==> src/rtl/bbc_pkg.sv <==
package bbc_pkg;

  typedef enum logic [2:0] {
    ST_IDLE    = 3'd0,
    ST_REQ     = 3'd1,
    ST_GW1     = 3'd2,
    ST_GW2     = 3'd3,
    ST_DRIVE   = 3'd4,
    ST_ACCESS  = 3'd5,
    ST_PRE     = 3'd6,
    ST_RELEASE = 3'd7
  } bbc_state_e;

  // Request line held low in these states.
  function automatic logic holds_request(bbc_state_e s);
    return (s == ST_REQ) || (s == ST_GW1) || (s == ST_GW2) ||
           (s == ST_DRIVE) || (s == ST_ACCESS) || (s == ST_PRE);
  endfunction

  // Strobes driven (not high-impedance) in these states.
  function automatic logic drives_bus(bbc_state_e s);
    return (s == ST_DRIVE) || (s == ST_ACCESS) ||
           (s == ST_PRE) || (s == ST_RELEASE);
  endfunction

  // Work left after the current job retires: queued entries beyond the
  // head, or a job arriving on the same edge.
  function automatic logic work_after_pop(int unsigned outstanding, logic arriving);
    return (outstanding > 1) || arriving;
  endfunction

  // Staggered strobe rule: strobe bit idx is active from access cycle idx on.
  function automatic logic strobe_active(int unsigned cyc, int unsigned idx);
    return cyc >= idx;
  endfunction

endpackage

==> src/rtl/bbc_queue.sv <==
module bbc_queue #(
  parameter int QDEPTH = 2,
  localparam int CNT_W = $clog2(QDEPTH + 1)
) (
  input  logic             clk,
  input  logic             rst_n,
  input  logic             push,
  input  logic             push_dram,
  input  logic             pop,
  output logic             ready,
  output logic [CNT_W-1:0] count,
  output logic             head_dram
);

  logic             slot_q [QDEPTH];
  logic [CNT_W-1:0] wr_idx;

  assign ready  = int'(count) < QDEPTH;
  // The write slot follows the entries that survive this edge's pop.
  assign wr_idx = count - CNT_W'(pop);
  assign head_dram = slot_q[0];

  for (genvar i = 0; i < QDEPTH; i++) begin : g_slot
    logic nxt;
    always_comb begin
      if (pop) nxt = (i + 1 < QDEPTH) ? slot_q[(i + 1) % QDEPTH] : 1'b0;
      else     nxt = slot_q[i];
      if (push && (wr_idx == CNT_W'(i))) nxt = push_dram;
    end
    always_ff @(posedge clk or negedge rst_n) begin
      if (!rst_n) slot_q[i] <= 1'b0;
      else        slot_q[i] <= nxt;
    end
  end

  always_ff @(posedge clk or negedge rst_n) begin
    if (!rst_n) count <= '0;
    else        count <= count + CNT_W'(push) - CNT_W'(pop);
  end

endmodule

==> src/rtl/bbc_fsm.sv <==
module bbc_fsm
  import bbc_pkg::*;
#(
  parameter int ACC_CYCLES = 3,
  localparam int CYC_W = (ACC_CYCLES > 1) ? $clog2(ACC_CYCLES) : 1
) (
  input  logic             clk,
  input  logic             rst_n,
  input  logic             bus_gnt_n,
  input  logic             pre_done,
  input  logic             have_work,
  input  logic             more_work,
  input  logic             head_dram,
  output bbc_state_e       st,
  output logic [CYC_W-1:0] cyc,
  output logic             done_evt
);

  localparam logic [CYC_W-1:0] LAST_CYC = CYC_W'(ACC_CYCLES - 1);

  bbc_state_e       st_nxt;
  logic [CYC_W-1:0] cyc_nxt;
  logic             gnt_seen;
  logic             last_cyc;

  assign gnt_seen = !bus_gnt_n;
  assign last_cyc = (cyc == LAST_CYC);

  // A job retires at the end of its access phase, or at precharge-done.
  assign done_evt = ((st == ST_ACCESS) && last_cyc && !head_dram) ||
                    ((st == ST_PRE) && pre_done);

  always_comb begin
    st_nxt  = st;
    cyc_nxt = cyc;
    unique case (st)
      ST_IDLE:    if (have_work) st_nxt = ST_REQ;
      ST_REQ:     if (gnt_seen) st_nxt = ST_GW1;
      ST_GW1:     st_nxt = gnt_seen ? ST_GW2 : ST_REQ;
      ST_GW2:     st_nxt = ST_DRIVE;
      ST_DRIVE: begin
        st_nxt  = ST_ACCESS;
        cyc_nxt = '0;
      end
      ST_ACCESS: begin
        if (!last_cyc)      cyc_nxt = cyc + 1'b1;
        else if (head_dram) st_nxt  = ST_PRE;
      end
      ST_PRE:     ;
      ST_RELEASE: st_nxt = ST_IDLE;
      default:    st_nxt = ST_IDLE;
    endcase
    if (done_evt) st_nxt = (more_work && gnt_seen) ? ST_DRIVE : ST_RELEASE;
  end

  always_ff @(posedge clk or negedge rst_n) begin
    if (!rst_n) begin
      st  <= ST_IDLE;
      cyc <= '0;
    end else begin
      st  <= st_nxt;
      cyc <= cyc_nxt;
    end
  end

endmodule

==> src/rtl/bbc_strobe.sv <==
module bbc_strobe
  import bbc_pkg::*;
#(
  parameter int NSTB  = 2,
  parameter int CYC_W = 2
) (
  input  bbc_state_e       st,
  input  logic [CYC_W-1:0] cyc,
  output logic [NSTB-1:0]  ctl_n,
  output logic             ctl_oe,
  output logic             bus_req_n
);

  logic in_access;

  assign in_access = (st == ST_ACCESS);
  assign ctl_oe    = drives_bus(st);
  assign bus_req_n = !holds_request(st);

  for (genvar g = 0; g < NSTB; g++) begin : g_stb
    assign ctl_n[g] = !(in_access && strobe_active(int'(cyc), g));
  end

endmodule

==> src/rtl/bus_borrow_ctrl.sv <==
module bus_borrow_ctrl
  import bbc_pkg::*;
#(
  parameter int NSTB       = 2,
  parameter int ACC_CYCLES = 3,
  parameter int QDEPTH     = 2
) (
  input  logic            clk,
  input  logic            rst_n,
  input  logic            acc_req,
  input  logic            acc_dram,
  output logic            acc_ready,
  output logic            acc_ack,
  output logic            bus_req_n,
  input  logic            bus_gnt_n,
  output logic [NSTB-1:0] ctl_n,
  output logic            ctl_oe,
  input  logic            pre_done
);

  localparam int CNT_W = $clog2(QDEPTH + 1);
  localparam int CYC_W = (ACC_CYCLES > 1) ? $clog2(ACC_CYCLES) : 1;

  // Named internal events, also visible to the bound checker.
  bbc_state_e       st;
  logic [CYC_W-1:0] cyc;
  logic [CNT_W-1:0] pend_cnt;
  logic             take;
  logic             done_evt;
  logic             head_dram;
  logic             have_work;
  logic             more_work;

  assign take      = acc_req && acc_ready;
  assign have_work = (pend_cnt != '0) || take;
  assign more_work = work_after_pop(int'(pend_cnt), take);

  bbc_queue #(.QDEPTH(QDEPTH)) u_queue (
    .clk       (clk),
    .rst_n     (rst_n),
    .push      (take),
    .push_dram (acc_dram),
    .pop       (done_evt),
    .ready     (acc_ready),
    .count     (pend_cnt),
    .head_dram (head_dram)
  );

  bbc_fsm #(.ACC_CYCLES(ACC_CYCLES)) u_fsm (
    .clk       (clk),
    .rst_n     (rst_n),
    .bus_gnt_n (bus_gnt_n),
    .pre_done  (pre_done),
    .have_work (have_work),
    .more_work (more_work),
    .head_dram (head_dram),
    .st        (st),
    .cyc       (cyc),
    .done_evt  (done_evt)
  );

  bbc_strobe #(.NSTB(NSTB), .CYC_W(CYC_W)) u_strobe (
    .st        (st),
    .cyc       (cyc),
    .ctl_n     (ctl_n),
    .ctl_oe    (ctl_oe),
    .bus_req_n (bus_req_n)
  );

  always_ff @(posedge clk or negedge rst_n) begin
    if (!rst_n) acc_ack <= 1'b0;
    else        acc_ack <= done_evt;
  end

endmodule

==> config.mk <==
export PLATFORM = sky130hd
export DESIGN_NAME = bus_borrow_ctrl
export DESIGN_NICKNAME = d
export VERILOG_FILES = /design/src/rtl/bbc_pkg.sv /design/src/rtl/bbc_queue.sv /design/src/rtl/bbc_fsm.sv /design/src/rtl/bbc_strobe.sv /design/src/rtl/bus_borrow_ctrl.sv
export SDC_FILE = /design/constraint.sdc
export NUM_CORES = 1
export LEC_CHECK = 0
export BUFFER_PORTS_ARGS = -buffer_cell sky130_fd_sc_hd__buf_2
export CAP_MARGIN = 20
export CORE_MARGIN = 5
export CORE_UTILIZATION = 32
export DETAILED_ROUTE_END_ITERATION = 7
export PLACE_DENSITY = 0.48
export RECOVER_POWER = 50
export SLEW_MARGIN = 10
export SYNTH_ARGS = -nofsm -noshare
export SYNTH_HDL_FRONTEND = slang
export SYNTH_SLANG_ARGS = --single-unit
==> constraint.sdc <==
create_clock -name clk -period 5.65 [get_ports clk]
set_clock_uncertainty 0.05 [all_clocks]
set_input_delay 0 -clock clk [delete_from_list [all_inputs] [get_ports clk]]
set_output_delay 0 -clock clk [all_outputs]
set_load 0.005 [all_outputs]
### After elaboration in Yosys (flattened, before gate mapping)

Index checks and enable logic that the tools add are counted.

* add/sub/neg operators: 4
* multiply operators: 0
* div/mod/pow operators: 0
* $lt $le $gt $ge: 3
* eq/ne operators: 14
* shifts and indexed selects: 0
* multiplexer cells: 14
* bitwise gates (word level): 0
* reductions and logical operators: 33

Operators with widths (number)
* $pmux W3 S7: 1
* $mux W3: 5
* $eq A3 B3 Y1 const B: 4
* $ne A3 B3 Y1 const B: 4
* $logic_or A1 B1 Y1: 11
* $logic_and A1 B1 Y1: 8
* $reduce_bool A2 Y1: 4
* $reduce_bool A8 Y1: 1
* $eq A3 B2 Y1 const B: 2
* $mux W2: 3
* $logic_not A1 Y1: 5
* $reduce_and A5 Y1: 1
* $mux W1: 4
* $pmux W2 S2: 1
* $sub A2 B1 Y2: 2
* $eq A3 B1 Y1 const B: 1
* $logic_not A3 Y1: 1
* $add A2 B1 Y2: 1
* $add A2 B1 Y2 const B: 1
* $eq A2 B1 Y1 const B: 1
* $eq A2 B2 Y1 const B: 1
* $ge A2 B1 Y1 const B: 1
* $gt A2 B1 Y1 const B: 1
* $logic_not A2 Y1: 1
* other kinds (3): 3

* register bits: 10
* bits in latches: 0
* memory bits (writable): 0
* ROM bits: 0
* bits of input ports: 6
* output and inout bits: 6
* logic and storage cells: 74
* memories: 0

### Depth between registers and ports, before layout

* depth after elaboration: 8
* gate-level depth with buffers: 10
* gate-level depth less buffers: 10

### Cells and area by module

A second synthesis with hierarchy kept.

* cells, all modules: 65
* area total of the unflattened synthesis: 650.6 um^2

Modules (own cells, without submodules)
* bbc_fsm: times used 1, cells each 38, area an instance 347.8 um^2, seq. area each 125.1 um^2
* bbc_queue: times used 1, cells each 17, area an instance 219.0 um^2, seq. area each 100.1 um^2
* bus_borrow_ctrl: times used 1, cells each 4, area an instance 50.0 um^2, seq. area each 25.0 um^2
* bbc_strobe: times used 1, cells each 6, area an instance 33.8 um^2, seq. area each 0.0 um^2

### Least setup slack after synthesis

OpenSTA, ideal clock, no wires.

* kind: flip-flop to flip-flop
* from: register u_fsm.cyc[1]
* to: register u_queue.count[1]
* setup time: 0.124 ns
* data arrival time: 1.834 ns
* data required time: 5.476 ns
* slack: 3.642 ns
* stages on the path, launching flop included: 10
* path buffers: 0
* cell sequence: dfrtp_1 ha_1 nor4bb_1 o21ai_1 inv_1 ha_1 inv_1 ha_1 xnor2_1 xnor2_1

* word-level cells in the longest chain between the ends: 5

Ends and longest elaborated chain
* start: declaration: RTL line bbc_fsm.sv:15 `output logic [CYC_W-1:0] cyc,`
* start signal: assignment: RTL line bbc_fsm.sv:62 `cyc <= cyc_nxt;`
* $eq A2 B2 Y1: RTL line bbc_fsm.sv:27 `assign last_cyc = (cyc == LAST_CYC);`
* $logic_and A1 B1 Y1 (2 in series): RTL line bbc_fsm.sv:30 `assign done_evt = ((st == ST_ACCESS) && last_cyc && !head_dram) ||`
* $logic_or A1 B1 Y1: RTL line bbc_fsm.sv:30
* $sub A2 B1 Y2: RTL line bbc_queue.sv:38 `else count <= count + CNT_W'(push) - CNT_W'(pop);`
* end signal: assignment: RTL line bbc_queue.sv:38
* end: declaration: RTL line bbc_queue.sv:11 `output logic [CNT_W-1:0] count,`

Every way passes these cells.
A chain may end at the register's enable or synchronous reset.

### Worst setup path after layout

Same ends and word-level chain as after synthesis.

==> flow_metrics.tcl <==
set metrics [dict create \
    status "finished, final reports clean" \
    via_per_inst 4.56 \
    yosysWarnings 0 \
    hold_viol_final 0 \
    wl_per_cell_um 10.9 \
    m1WireLength_um 582 \
    hold_class "in -> reg" \
    critPathMostFrequentCell "ha_1" \
    path_clk_slew_ns 0.07 \
    coreArea_um2 1780 \
    clock_latency_ns 0.26 \
    final-seq-area_um2 250 \
    root_buffer "clkbuf_4" \
    start_kind "flip-flop" \
    vdd_drop_max_mv 0.167 \
    port-buffer-count 11 \
    final_core_util 0.411 \
    power_density_nw_per_um2 521 \
    fillers 188 \
    cp.required_ns 5.79 \
    arrival_ns 2.33 \
    first_pass_iters 4 \
    route.met3.wl_um 60 \
    crit_fanout 6 \
    clock.fmax_mhz 456 \
    grt_antenna_before_repair 0 \
    pin_count 12 \
    grt_max_degree 12 \
    net-switching-power_uw 149 \
    syn_nets 76 \
    synthCells 66 \
    synthesis.area_um2 618 \
    cts_setup_buffers 0 \
    fp.dieH_um 54.0 \
    path_cells "ha_1, nor4bb_1, o21ai_1, inv_1, ha_1, inv_1, ha_1, xnor2_1, xnor2_1" \
    p_total_uw 382 \
    synth_top_cell_by_area "dfrtp_1" \
    die_area_um2 2910 \
    numCtsBuffers 3 \
    setup_tns_ns 0 \
    power.internal_uw 233 \
    htree_levels 1 \
    end_kind "flip-flop" \
    cts_resized 0 \
    drive_gt1_frac 0.238 \
    clockBufferDepth 2 \
    grt_usage 0.0988 \
    start_util 0.347 \
    switching_share 0.391 \
    insertedDiodeCount 0 \
    nets 91 \
    ant_nets 0 \
    wl_um 1140 \
    multi_input_area_um2 308 \
    finalCritPeriodShare 0.388 \
    grt-ovfl-total 0 \
    critPathSlowestCell "dfrtp_1" \
    slew_viol_final 0 \
    timing.slew.headroom 0.620 \
    highest_layer "met3" \
    drtIter0Drc 4 \
    fp-row-count 15 \
    synth.area.top_cells "dfrtp_1 (40%), ha_1 (8.1%), inv_1 (5.5%)" \
    dr_wl_met2_um 499 \
    grt_setup_unrepaired "no" \
    syn_area_per_cell_um2 9.37 \
    crit_family "adder cells" \
    period_minus_slack_ns 2.19 \
    die_w_um 54.0 \
    grt_pass1_vias 475 \
    clock-sinks 10 \
    setup_viol 0 \
    hpwlAfterDp_um 847 \
    clock_power_share 0.171 \
    grt_pass1_wl_um 2010 \
    path_class "reg -> reg" \
    ys_seq_area_frac 0.405 \
    drc_errors 0 \
    synth_cell_type_count 29 \
    synth_seq_cells 10 \
    seq_power_share 0.379 \
    gp_congestion 0.733 \
    p_comb_frac 0.450 \
    via_count 479 \
    area_delta_synth_final_pct 18.6 \
    leakagePower_nw 0.361 \
    tritoncts "done" \
    cp_slowest_stage_delay_ns 0.40 \
    drv_cap 0 \
    synth_top_area_frac 0.405 \
    tightest_slew_ns 0.570 \
    critPathBufInv 2 \
]
[registers in the layout, summed over array words and instances, names as in the netlist]
register and cells:
u_fsm.st 3, u_fsm.cyc 2, u_queue.count 2, acc_ack 1, u_queue.head_dram 1, u_queue.slot_q 1
[worst paths after layout]
kind                                                 endpoint  cells after the start  slack, ns                  startpoint
worst min register to register     u_queue.count[1]$_DFF_PN0_                      1       0.48  u_queue.count[1]$_DFF_PN0_
max in group asynchronous          u_queue.count[0]$_DFF_PN0_                      2       4.99                       rst_n
worst max-delay path               u_queue.count[1]$_DFF_PN0_                      9       3.46    u_fsm.cyc[1]$_DFFE_PN0P_
worst max register to register     u_queue.count[1]$_DFF_PN0_                      9       3.46    u_fsm.cyc[1]$_DFFE_PN0P_
min in group asynchronous       u_queue.head_dram$_DFFE_PN0P_                      2       0.18                       rst_n
worst min-delay path               u_queue.count[0]$_DFF_PN0_                      3       0.09                     acc_req
[power groups by stage]
| stage | Clock [mW] | Combinational (mW) | Sequential, mW |
|---|---|---|---|
| floorplan | 0 | 0.161 | 0.124 |
| global placement | 0 | 0.174 | 0.147 |
| detailed placement | 0 | 0.172 | 0.146 |
| CTS | 0.0666 | 0.176 | 0.144 |
| global route | 0.0710 | 0.199 | 0.150 |
| finish | 0.0653 | 0.172 | 0.145 |
[cell usage after synthesis]
master,n
nand2_1,6
nor4bb_1,1
mux2_2,1
or4_1,1
a211oi_2,1
a21oi_1,2
nand3_1,1
a211o_1,1
o22ai_1,1
xnor2_1,3
nor3_1,1
mux2i_1,1
and2b_2,1
or2_2,1
o2bb2ai_1,1
a31oi_1,2
and3_1,1
clkbuf_1,1
o21ai_1,1
and3b_2,1
a22o_1,1
inv_1,9
nor2_1,5
dfrtp_1,10
nand3b_1,1
buf_6,2
nor3b_1,2
ha_1,4
o21ai_0,3
[layout by cell type, fill, tap and decap left out, drive strengths merged, types with 2 or more instances in the layout]
master / n
o21ai: 4
clkbuf: 5
dfrtp: 10
buf: 10
nor3b: 2
inv: 9
nand2: 6
nor2: 5
a21oi: 2
a31oi: 2
xnor2: 3
ha: 4
dlygate4sd3: 2
[tightest hold or removal path, stage by stage]
cell and delay, ns:
buf_2 0.10, and2b_2 0.16, ha_1 0.12
[through the flow]
stage	cell area, um^2	instances	hold WS (ns)	setup WS (ns)
after CTS	734	105	0.0804	3.46
after floorplan	618	66	-0.346	3.64
after global routing	733	105	0.119	3.27
after detailed placement	678	99	-0.170	3.48
after global placement	678	99	-0.169	3.51
final	733	105	0.0944	3.46
[kinds of logic after synthesis]
kind of cell | share of synthesized area
and+or+nand+nor | 0.198
buffers and inverters | 0.0972
xor gates and xnor gates | 0.0425
DFF | 0.405
adders and majority gates | 0.0810
AOI/OAI and AO/OA | 0.142
muxes | 0.0344
[metal layers]
metal | vias up | track usage
met3 | 0 | 0.0360
met4 | 0 | 0.0511
met1 | 220 | 0.127
met5 | - | 0
met2 | 7 | 0.143
li1 | 252 | -
[layout make-up]
class	count	area share
multi-input combinational	44	0.420
tap	25	0.0427
inverter	9	0.0461
timing repair buffer	13	0.101
clock buffer	4	0.0495
sequential	10	0.341
[what timing repair did]
| action | in CTS | in global routing |
|---|---|---|
| hold buffers | 2 | 0 |
| endpoints found under the hold margin | 12 | 0 |
| setup endpoints to repair | 0 | 0 |
No activity file was read; power rests on OpenSTA's default activity.
